File: src/rtl/irq_lvl_pkg.sv
package irq_lvl_pkg;
  localparam int unsigned LVL_W   = 3;
  localparam int unsigned NUM_LVL = 1 << LVL_W;
  typedef logic [LVL_W-1:0] lvl_t;
endpackage

File: src/rtl/irq_stat_regs.sv
module irq_stat_regs #(
  parameter int unsigned SRC_W      = 32,
  parameter int unsigned COP_LO_BIT = 8,
  parameter int unsigned COP_HI_BIT = 16
) (
  input  logic             clk_i,
  input  logic             rst_ni,
  input  logic             wr_stat_i,
  input  logic             wr_mask_i,
  input  logic [SRC_W-1:0] wdata_i,
  input  logic [SRC_W-1:0] set_i,
  input  logic [SRC_W-1:0] clr_i,
  input  logic             cop_set_i,
  input  logic             cop_clr_i,
  input  logic             cop_hi_i,
  output logic [SRC_W-1:0] stat_o,
  output logic [SRC_W-1:0] mask_o
);
  logic [SRC_W-1:0] stat_q, stat_d, mask_q;
  logic             sel_q;
  logic             cop_pend;

  always_comb begin
    stat_d   = wr_stat_i ? wdata_i : stat_q;
    cop_pend = stat_d[COP_LO_BIT] | stat_d[COP_HI_BIT];
    // move a pending coprocessor request to the newly selected level
    if ((cop_hi_i != sel_q) && cop_pend) begin
      stat_d[COP_LO_BIT] = 1'b0;
      stat_d[COP_HI_BIT] = 1'b0;
      if (cop_hi_i) stat_d[COP_HI_BIT] = 1'b1;
      else          stat_d[COP_LO_BIT] = 1'b1;
    end
    if (cop_clr_i) begin
      stat_d[COP_LO_BIT] = 1'b0;
      stat_d[COP_HI_BIT] = 1'b0;
    end
    if (cop_set_i) begin
      if (cop_hi_i) stat_d[COP_HI_BIT] = 1'b1;
      else          stat_d[COP_LO_BIT] = 1'b1;
    end
    stat_d = (stat_d & ~clr_i) | set_i;
  end

  always_ff @(posedge clk_i or negedge rst_ni) begin
    if (!rst_ni) begin
      stat_q <= '0;
      mask_q <= '0;
      sel_q  <= 1'b0;
    end else begin
      stat_q <= stat_d;
      sel_q  <= cop_hi_i;
      if (wr_mask_i) mask_q <= wdata_i;
    end
  end

  assign stat_o = stat_q;
  assign mask_o = mask_q;
endmodule

File: src/rtl/irq_prio_enc.sv
module irq_prio_enc
  import irq_lvl_pkg::*;
#(
  parameter int unsigned                         SRC_W     = 32,
  parameter logic [NUM_LVL-1:0][SRC_W-1:0]       GRP_MASK  = '0,
  parameter int unsigned                         TIMER_BIT = 29
) (
  input  logic             clk_i,
  input  logic             rst_ni,
  input  logic [SRC_W-1:0] eff_i,
  input  logic             timer_top_i,
  output lvl_t             lvl_o
);
  logic [NUM_LVL-1:1] hit;
  lvl_t               lvl_d, lvl_q;

  for (genvar l = 1; l < NUM_LVL; l++) begin : g_grp
    assign hit[l] = |(eff_i & GRP_MASK[l]);
  end

  always_comb begin
    lvl_d = '0;
    for (int l = 1; l < NUM_LVL; l++) begin
      if (hit[l]) lvl_d = lvl_t'(l);
    end
    if (timer_top_i && eff_i[TIMER_BIT]) lvl_d = lvl_t'(NUM_LVL - 1);
  end

  always_ff @(posedge clk_i or negedge rst_ni) begin
    if (!rst_ni) lvl_q <= '0;
    else         lvl_q <= lvl_d;
  end

  assign lvl_o = lvl_q;
endmodule

File: src/rtl/irq_level_ctrl.sv
module irq_level_ctrl
  import irq_lvl_pkg::*;
#(
  parameter int unsigned                   SRC_W      = 32,
  parameter logic [NUM_LVL-1:0][SRC_W-1:0] GRP_MASK   = {32'hC000_0000, 32'h3C00_0000,
                                                         32'h03C0_0000, 32'h003F_0000,
                                                         32'h0000_FF00, 32'h0000_00FC,
                                                         32'h0000_0003, 32'h0000_0000},
  parameter int unsigned                   TIMER_BIT  = 29,
  parameter int unsigned                   COP_LO_BIT = 8,
  parameter int unsigned                   COP_HI_BIT = 16
) (
  input  logic             clk_i,
  input  logic             rst_ni,
  input  logic             reg_we_i,
  input  logic             reg_sel_i,
  input  logic [SRC_W-1:0] reg_wdata_i,
  output logic [SRC_W-1:0] reg_rdata_o,
  input  logic [SRC_W-1:0] set_i,
  input  logic [SRC_W-1:0] clr_i,
  input  logic             cop_set_i,
  input  logic             cop_clr_i,
  input  logic             cop_hi_sel_i,
  input  logic             variant_i,
  input  logic             timer_top_i,
  output logic [LVL_W-1:0] level_o
);
  logic [SRC_W-1:0] stat_w, mask_w;
  logic             cop_hi;

  assign cop_hi = cop_hi_sel_i | variant_i;

  irq_stat_regs #(
    .SRC_W     (SRC_W),
    .COP_LO_BIT(COP_LO_BIT),
    .COP_HI_BIT(COP_HI_BIT)
  ) u_regs (
    .clk_i    (clk_i),
    .rst_ni   (rst_ni),
    .wr_stat_i(reg_we_i & ~reg_sel_i),
    .wr_mask_i(reg_we_i & reg_sel_i),
    .wdata_i  (reg_wdata_i),
    .set_i    (set_i),
    .clr_i    (clr_i),
    .cop_set_i(cop_set_i),
    .cop_clr_i(cop_clr_i),
    .cop_hi_i (cop_hi),
    .stat_o   (stat_w),
    .mask_o   (mask_w)
  );

  irq_prio_enc #(
    .SRC_W    (SRC_W),
    .GRP_MASK (GRP_MASK),
    .TIMER_BIT(TIMER_BIT)
  ) u_enc (
    .clk_i      (clk_i),
    .rst_ni     (rst_ni),
    .eff_i      (stat_w & mask_w),
    .timer_top_i(timer_top_i),
    .lvl_o      (level_o)
  );

  assign reg_rdata_o = reg_sel_i ? mask_w : stat_w;
endmodule

File: config.mk
export PLATFORM = sky130hd
export DESIGN_NAME = irq_level_ctrl
export DESIGN_NICKNAME = d
export VERILOG_FILES = /design/src/rtl/irq_lvl_pkg.sv /design/src/rtl/irq_stat_regs.sv /design/src/rtl/irq_prio_enc.sv /design/src/rtl/irq_level_ctrl.sv
export SDC_FILE = /design/constraint.sdc
export NUM_CORES = 1
export LEC_CHECK = 0
export BUFFER_PORTS_ARGS = -buffer_cell sky130_fd_sc_hd__buf_2
export CELL_PAD_IN_SITES_DETAIL_PLACEMENT = 0
export CELL_PAD_IN_SITES_GLOBAL_PLACEMENT = 1
export CORE_MARGIN = 4
export CORE_UTILIZATION = 37
export DETAILED_ROUTE_END_ITERATION = 8
export PLACE_DENSITY_LB_ADDON = 0.1
export REMOVE_ABC_BUFFERS = 1
export SETUP_SLACK_MARGIN = 0.5
export SYNTH_ARGS = -nofsm -noshare
export SYNTH_HDL_FRONTEND = slang
export SYNTH_SLANG_ARGS = --single-unit
export TNS_END_PERCENT = 30
File: constraint.sdc
create_clock -name clk_i -period 1.8 [get_ports clk_i]
set_clock_uncertainty 0.15 [all_clocks]
set_input_delay 0 -clock clk_i [delete_from_list [all_inputs] [get_ports clk_i]]
set_output_delay 0 -clock clk_i [all_outputs]
set_load 0.02 [all_outputs]
* Word-level counts from Yosys, hierarchy flattened
Cells that the tools add are included.
Storage, ports and cells: register bits after elaboration 68, bits of input ports 105, output and inout bits 35, word-level logic and storage cells 43
Cells by class: equality and inequality tests 1, multiplexer cells 20, bitwise logic cells 9, reductions and logical operators 9
Operators with widths (number):
- 32-bit AND | 2
- 32-bit 2-to-1 mux | 2
- 32-bit inverter | 1
- 32-bit bitwise OR | 1
- 3-bit 2-to-1 mux | 7
- 6-bit OR reduction | 2
- 1-bit 2-to-1 mux | 11
- 4-bit OR reduction | 2
- 8-bit OR reduction | 1
- 2-bit OR reduction | 2
- 1-bit AND | 2
- 1-bit logical AND | 2
- 1-bit bitwise OR | 2
- 1-bit inequality test | 1
- 1-bit inverter | 1

* Logic depth before layout (Yosys ltp)
depth in word-level cells 11, mapped depth 7, mapped depth without buffers 5

* Modules after synthesis
Synthesis repeated with hierarchy kept, for this count alone.
Unflattened totals: cell total of the unflattened synthesis 281, area total of the unflattened synthesis 3654.8 um^2
Modules (own cells, without submodules):
- irq_stat_regs | times used 1, cells an instance 187, area each 2695.1 um^2, seq. area each 1626.6 um^2
- irq_level_ctrl | times used 1, cells an instance 71, area each 750.7 um^2, seq. area each 0.0 um^2
- irq_prio_enc | times used 1, cells an instance 23, area each 209.0 um^2, seq. area each 75.1 um^2

* Worst setup path before layout
No wires, ideal clock.
kind input port to flip-flop, start point input reg_sel_i, end point register u_regs.stat_q[8] (netlist: u_regs.stat_o[8]), library setup time 118 ps, data arrival time 1119 ps, data required time 1532 ps, path slack 413 ps, stages 7, buffers on the path 2, path through buf_4 > nor2b_2 > buf_6 > mux2_4 > a221oi_2 > o22ai_1 > a21o_1
On the way: cells in the longest elaborated chain, start to end 11
RTL lines:
- start, declared | line irq_level_ctrl.sv:16 | input logic reg_sel_i,
- 1-bit inverter (*) | line irq_level_ctrl.sv:40 | .wr_stat_i(reg_we_i & ~reg_sel_i),
- 1-bit AND (*) | line irq_level_ctrl.sv:40
- 32-bit 2-to-1 mux (*) | line irq_stat_regs.sv:24 | stat_d = wr_stat_i ? wdata_i : stat_q;
- 1-bit bitwise OR | line irq_stat_regs.sv:25 | cop_pend = stat_d[COP_LO_BIT] | stat_d[COP_HI_BIT];
- 1-bit logical AND | line irq_stat_regs.sv:27 | if ((cop_hi_i != sel_q) && cop_pend) begin
- 1-bit 2-to-1 mux (*) | line irq_stat_regs.sv:27
- 1-bit 2-to-1 mux (*) | line irq_stat_regs.sv:33 | if (cop_clr_i) begin
- 1-bit 2-to-1 mux | line irq_stat_regs.sv:38 | if (cop_hi_i) stat_d[COP_HI_BIT] = 1'b1;
- 1-bit 2-to-1 mux (*) | line irq_stat_regs.sv:37 | if (cop_set_i) begin
- 32-bit AND (*) | line irq_stat_regs.sv:41 | stat_d = (stat_d & ~clr_i) | set_i;
- 32-bit bitwise OR (*) | line irq_stat_regs.sv:41
- named net u_regs.stat_d[8] | line irq_stat_regs.sv:19 | logic [SRC_W-1:0] stat_q, stat_d, mask_q;
- end signal, assigned | line irq_stat_regs.sv:50 | stat_q <= stat_d;
- end, declared | line irq_stat_regs.sv:19
The timed path passes the listed nets; every way through them passes the cells marked *. A chain may end at the register's enable or synchronous reset.

* Worst setup path in the final report
start point register u_regs.stat_q[16] (netlist: u_regs.stat_o[16]), end point register u_regs.stat_q[8] (netlist: u_regs.stat_o[8])
On the way: cells in the longest elaborated chain, start to end 9
RTL lines (line):
- 32-bit 2-to-1 mux (*) | irq_stat_regs.sv:24
- 1-bit bitwise OR (*) | irq_stat_regs.sv:25
- 1-bit logical AND (*) | irq_stat_regs.sv:27
- 1-bit 2-to-1 mux (*) | irq_stat_regs.sv:27
- 1-bit 2-to-1 mux (*) | irq_stat_regs.sv:33
- 1-bit 2-to-1 mux | irq_stat_regs.sv:38
- 1-bit 2-to-1 mux (*) | irq_stat_regs.sv:37
- 32-bit AND (*) | irq_stat_regs.sv:41
- 32-bit bitwise OR (*) | irq_stat_regs.sv:41
- named net u_regs.stat_d[8] | irq_stat_regs.sv:19
Marked as above.

==> impl_metrics.ini <==
[routing]
vias_per_cell = 4.85
drcViolationCount = 0
drtPass1Iterations = 4
ant_nets = 0
wl_um = 9760
vias = 3019
drtIter0Drc = 76
wl_per_cell_um = 15.7

[worst_setup_path]
cp.arrival_ns = 1.58
start_kind = register
worstPathRequired_ns = 1.88
crit_path_end_kind = register
worst-setup-path-type = register to register
worstPathMaxFanout = 4

[cells_and_area]
fillers = 684
drive_gt1_frac = 0.475
layout_commonest_cell = buf_2
final_cell_mix = buf_2, dlygate4sd3_1, dfrtp_1
seq_area_um2 = 1700
multi_input_area_um2 = 1660
area_growth_syn_to_layout_pct = 66.3
fin_util = 0.636
diodes = 0
finalNetCount = 615

[grt]
grt_pass1_vias = 3201
grtUsageTotal = 0.188
gr-total-overflow = 0
grt_pass1_wl_um = 15400
grt_start_max_net_pins = 36
antenna_found_initial = 0

[placed_design]
gp_congestion = 0.755
dp_hpwl_um = 6380
portBuffers = 139
dpl_worst_slack_ns = 0.294

[run_status]
status = finished with violations
violations = hold timing

[clocking]
cts.sinks = 68
clockBufferDepth = 2
cts_buffers = 9
htreeDepth = 3
cts_root_buffer = clkbuf_8
clock_latency_ns = 0.34
tritoncts = done
clk_pin_slew_ns = 0.08

[sta]
finalSetupViolCount = 0
slew_headroom = 0.686
timing.final.crit_share = 0.832
timing.hold.ws_ns = -0.00432
fin_tns_setup_ns = 0
fmax_mhz = 667
post-route-min-period_ns = 1.50
slew_viol_final = 0
finalHoldViolations = 2
tightest_slew_ns = 0.470
setup_slack_ns = 0.302
rsz0062_at_grt = yes

[floorplanning]
core_area_um2 = 8760
fp.dieH_um = 103
start_util = 0.382
dieArea_um2 = 10600
io_pins = 140
die_w_um = 103
rows = 34

[logic_synthesis]
synth_warnings = 0
synth_top_area_cell = dfrtp_1
yosysTopAreaCellShare = 0.508
syn_inst = 257
ys_ff_latch = 68
yosys-top-cells-area = dfrtp_1, mux2_2, mux2i_1
ys_types = 27
ys_seq_area_frac = 0.508
syn_area_um2 = 3350
syn_area_per_cell_um2 = 13.0

[power_and_ir_drop]
power_uw = 4110
vdd_drop_max_mv = 0.365
p_per_area_nw_per_um2 = 737
p_leak_uw = 0.00253

[run]
max_cap_violations = 0

[worst_hold_path]
hp-class = primary input to asynchronous set/reset pin
-- per-stage QoR --
step           area [um^2]  std cells
4_1_cts               5470        619
5_1_grt               5570        622
3_5_place_dp          4200        499
3_3_place_gp          4200        499
2_1_floorplan         3290        246
6_report              5570        622
-- cell type report --
class,instances,share of cell area
Inverter,2,0.00135
Sequential cell,68,0.305
Clock inverter,4,0.00472
Clock buffer,11,0.0254
Multi-Input combinational cell,176,0.298
Tap cell,108,0.0243
Timing Repair Buffer,253,0.341
-- kinds of logic (layout without fill, tap and decap cells) --
family	Yosys count	after routing	share of synthesized area
DFF	68	68	0.508
and+or+nand+nor	21	21	0.0280
AOI/OAI and AO/OA	59	59	0.131
buffers and inverters	13	270	0.0202
muxes	96	96	0.312
-- flip-flops by register name, indices dropped and copies added, names as in the netlist --
signal / flops
u_regs.mask_o: 32
u_regs.sel_q: 1
u_enc.lvl_o: 3
u_regs.stat_o: 32
-- critical path, cell delays in order, from the launching register on --
cell and delay (ns):
dfrtp_1 0.42, mux2_4 0.31, a221oi_2 0.23, o22ai_1 0.11, a21o_1 0.16
-- where the power goes --
part           internal (uW)  total, uW  switching [uW]  leakage [uW]
combinational            671       1180             506       0.00169
sequential              1700       1830             131      0.000762
clock                    528       1100             572     0.0000852
-- metal layers --
layer  routed length, um  vias to the layer above  share of wire  GRT usage
li1                    -                     1463              -          -
met1                4250                     1427           0.44      0.243
met2                4710                      112           0.48      0.313
met3                 620                       17          0.064     0.0399
met4                 181                        0          0.019     0.0647
met5                   0                        -              0          0
-- synth_stat cells, drive strengths merged --
master,n
clkbuf,3
mux2i,31
dfrtp,68
o22ai,1
a211oi,1
a21oi,2
o21bai,31
nor2b,2
nand3,3
a21o,2
a221oi,1
buf,8
o21ai,2
inv,2
o2bb2ai,1
a211o,1
a22oi,16
nand4,1
nor3,1
a31oi,1
nand2,6
nor2,8
mux2,65
-- repair_timing --
action,4_1_cts,5_1_grt
hold buffers,101,0
endpoints found under the setup margin,36,37
buffers inserted,4,3
pin swaps,3,6
resized for setup,17,21
endpoints found under the hold margin,136,0
-- final timing paths --
path	startpoint	end	slack (ns)	cells past startpoint
max in group asynchronous	rst_ni	u_regs.mask_o[28]$_DFFE_PN0P_	0.93	3
setup / recovery	u_regs.stat_o[16]$_DFF_PN0_	u_regs.stat_o[8]$_DFF_PN0_	0.30	4
min in group clk_i	cop_hi_sel_i	u_regs.stat_o[16]$_DFF_PN0_	0.09	5
hold reg to reg	u_regs.mask_o[7]$_DFFE_PN0P_	u_regs.mask_o[7]$_DFFE_PN0P_	0.38	1
setup reg to reg	u_regs.stat_o[16]$_DFF_PN0_	u_regs.stat_o[8]$_DFF_PN0_	0.30	4
hold / removal	rst_ni	u_regs.stat_o[26]$_DFF_PN0_	-0.004	2
Power figures use the tool's default switching activity.
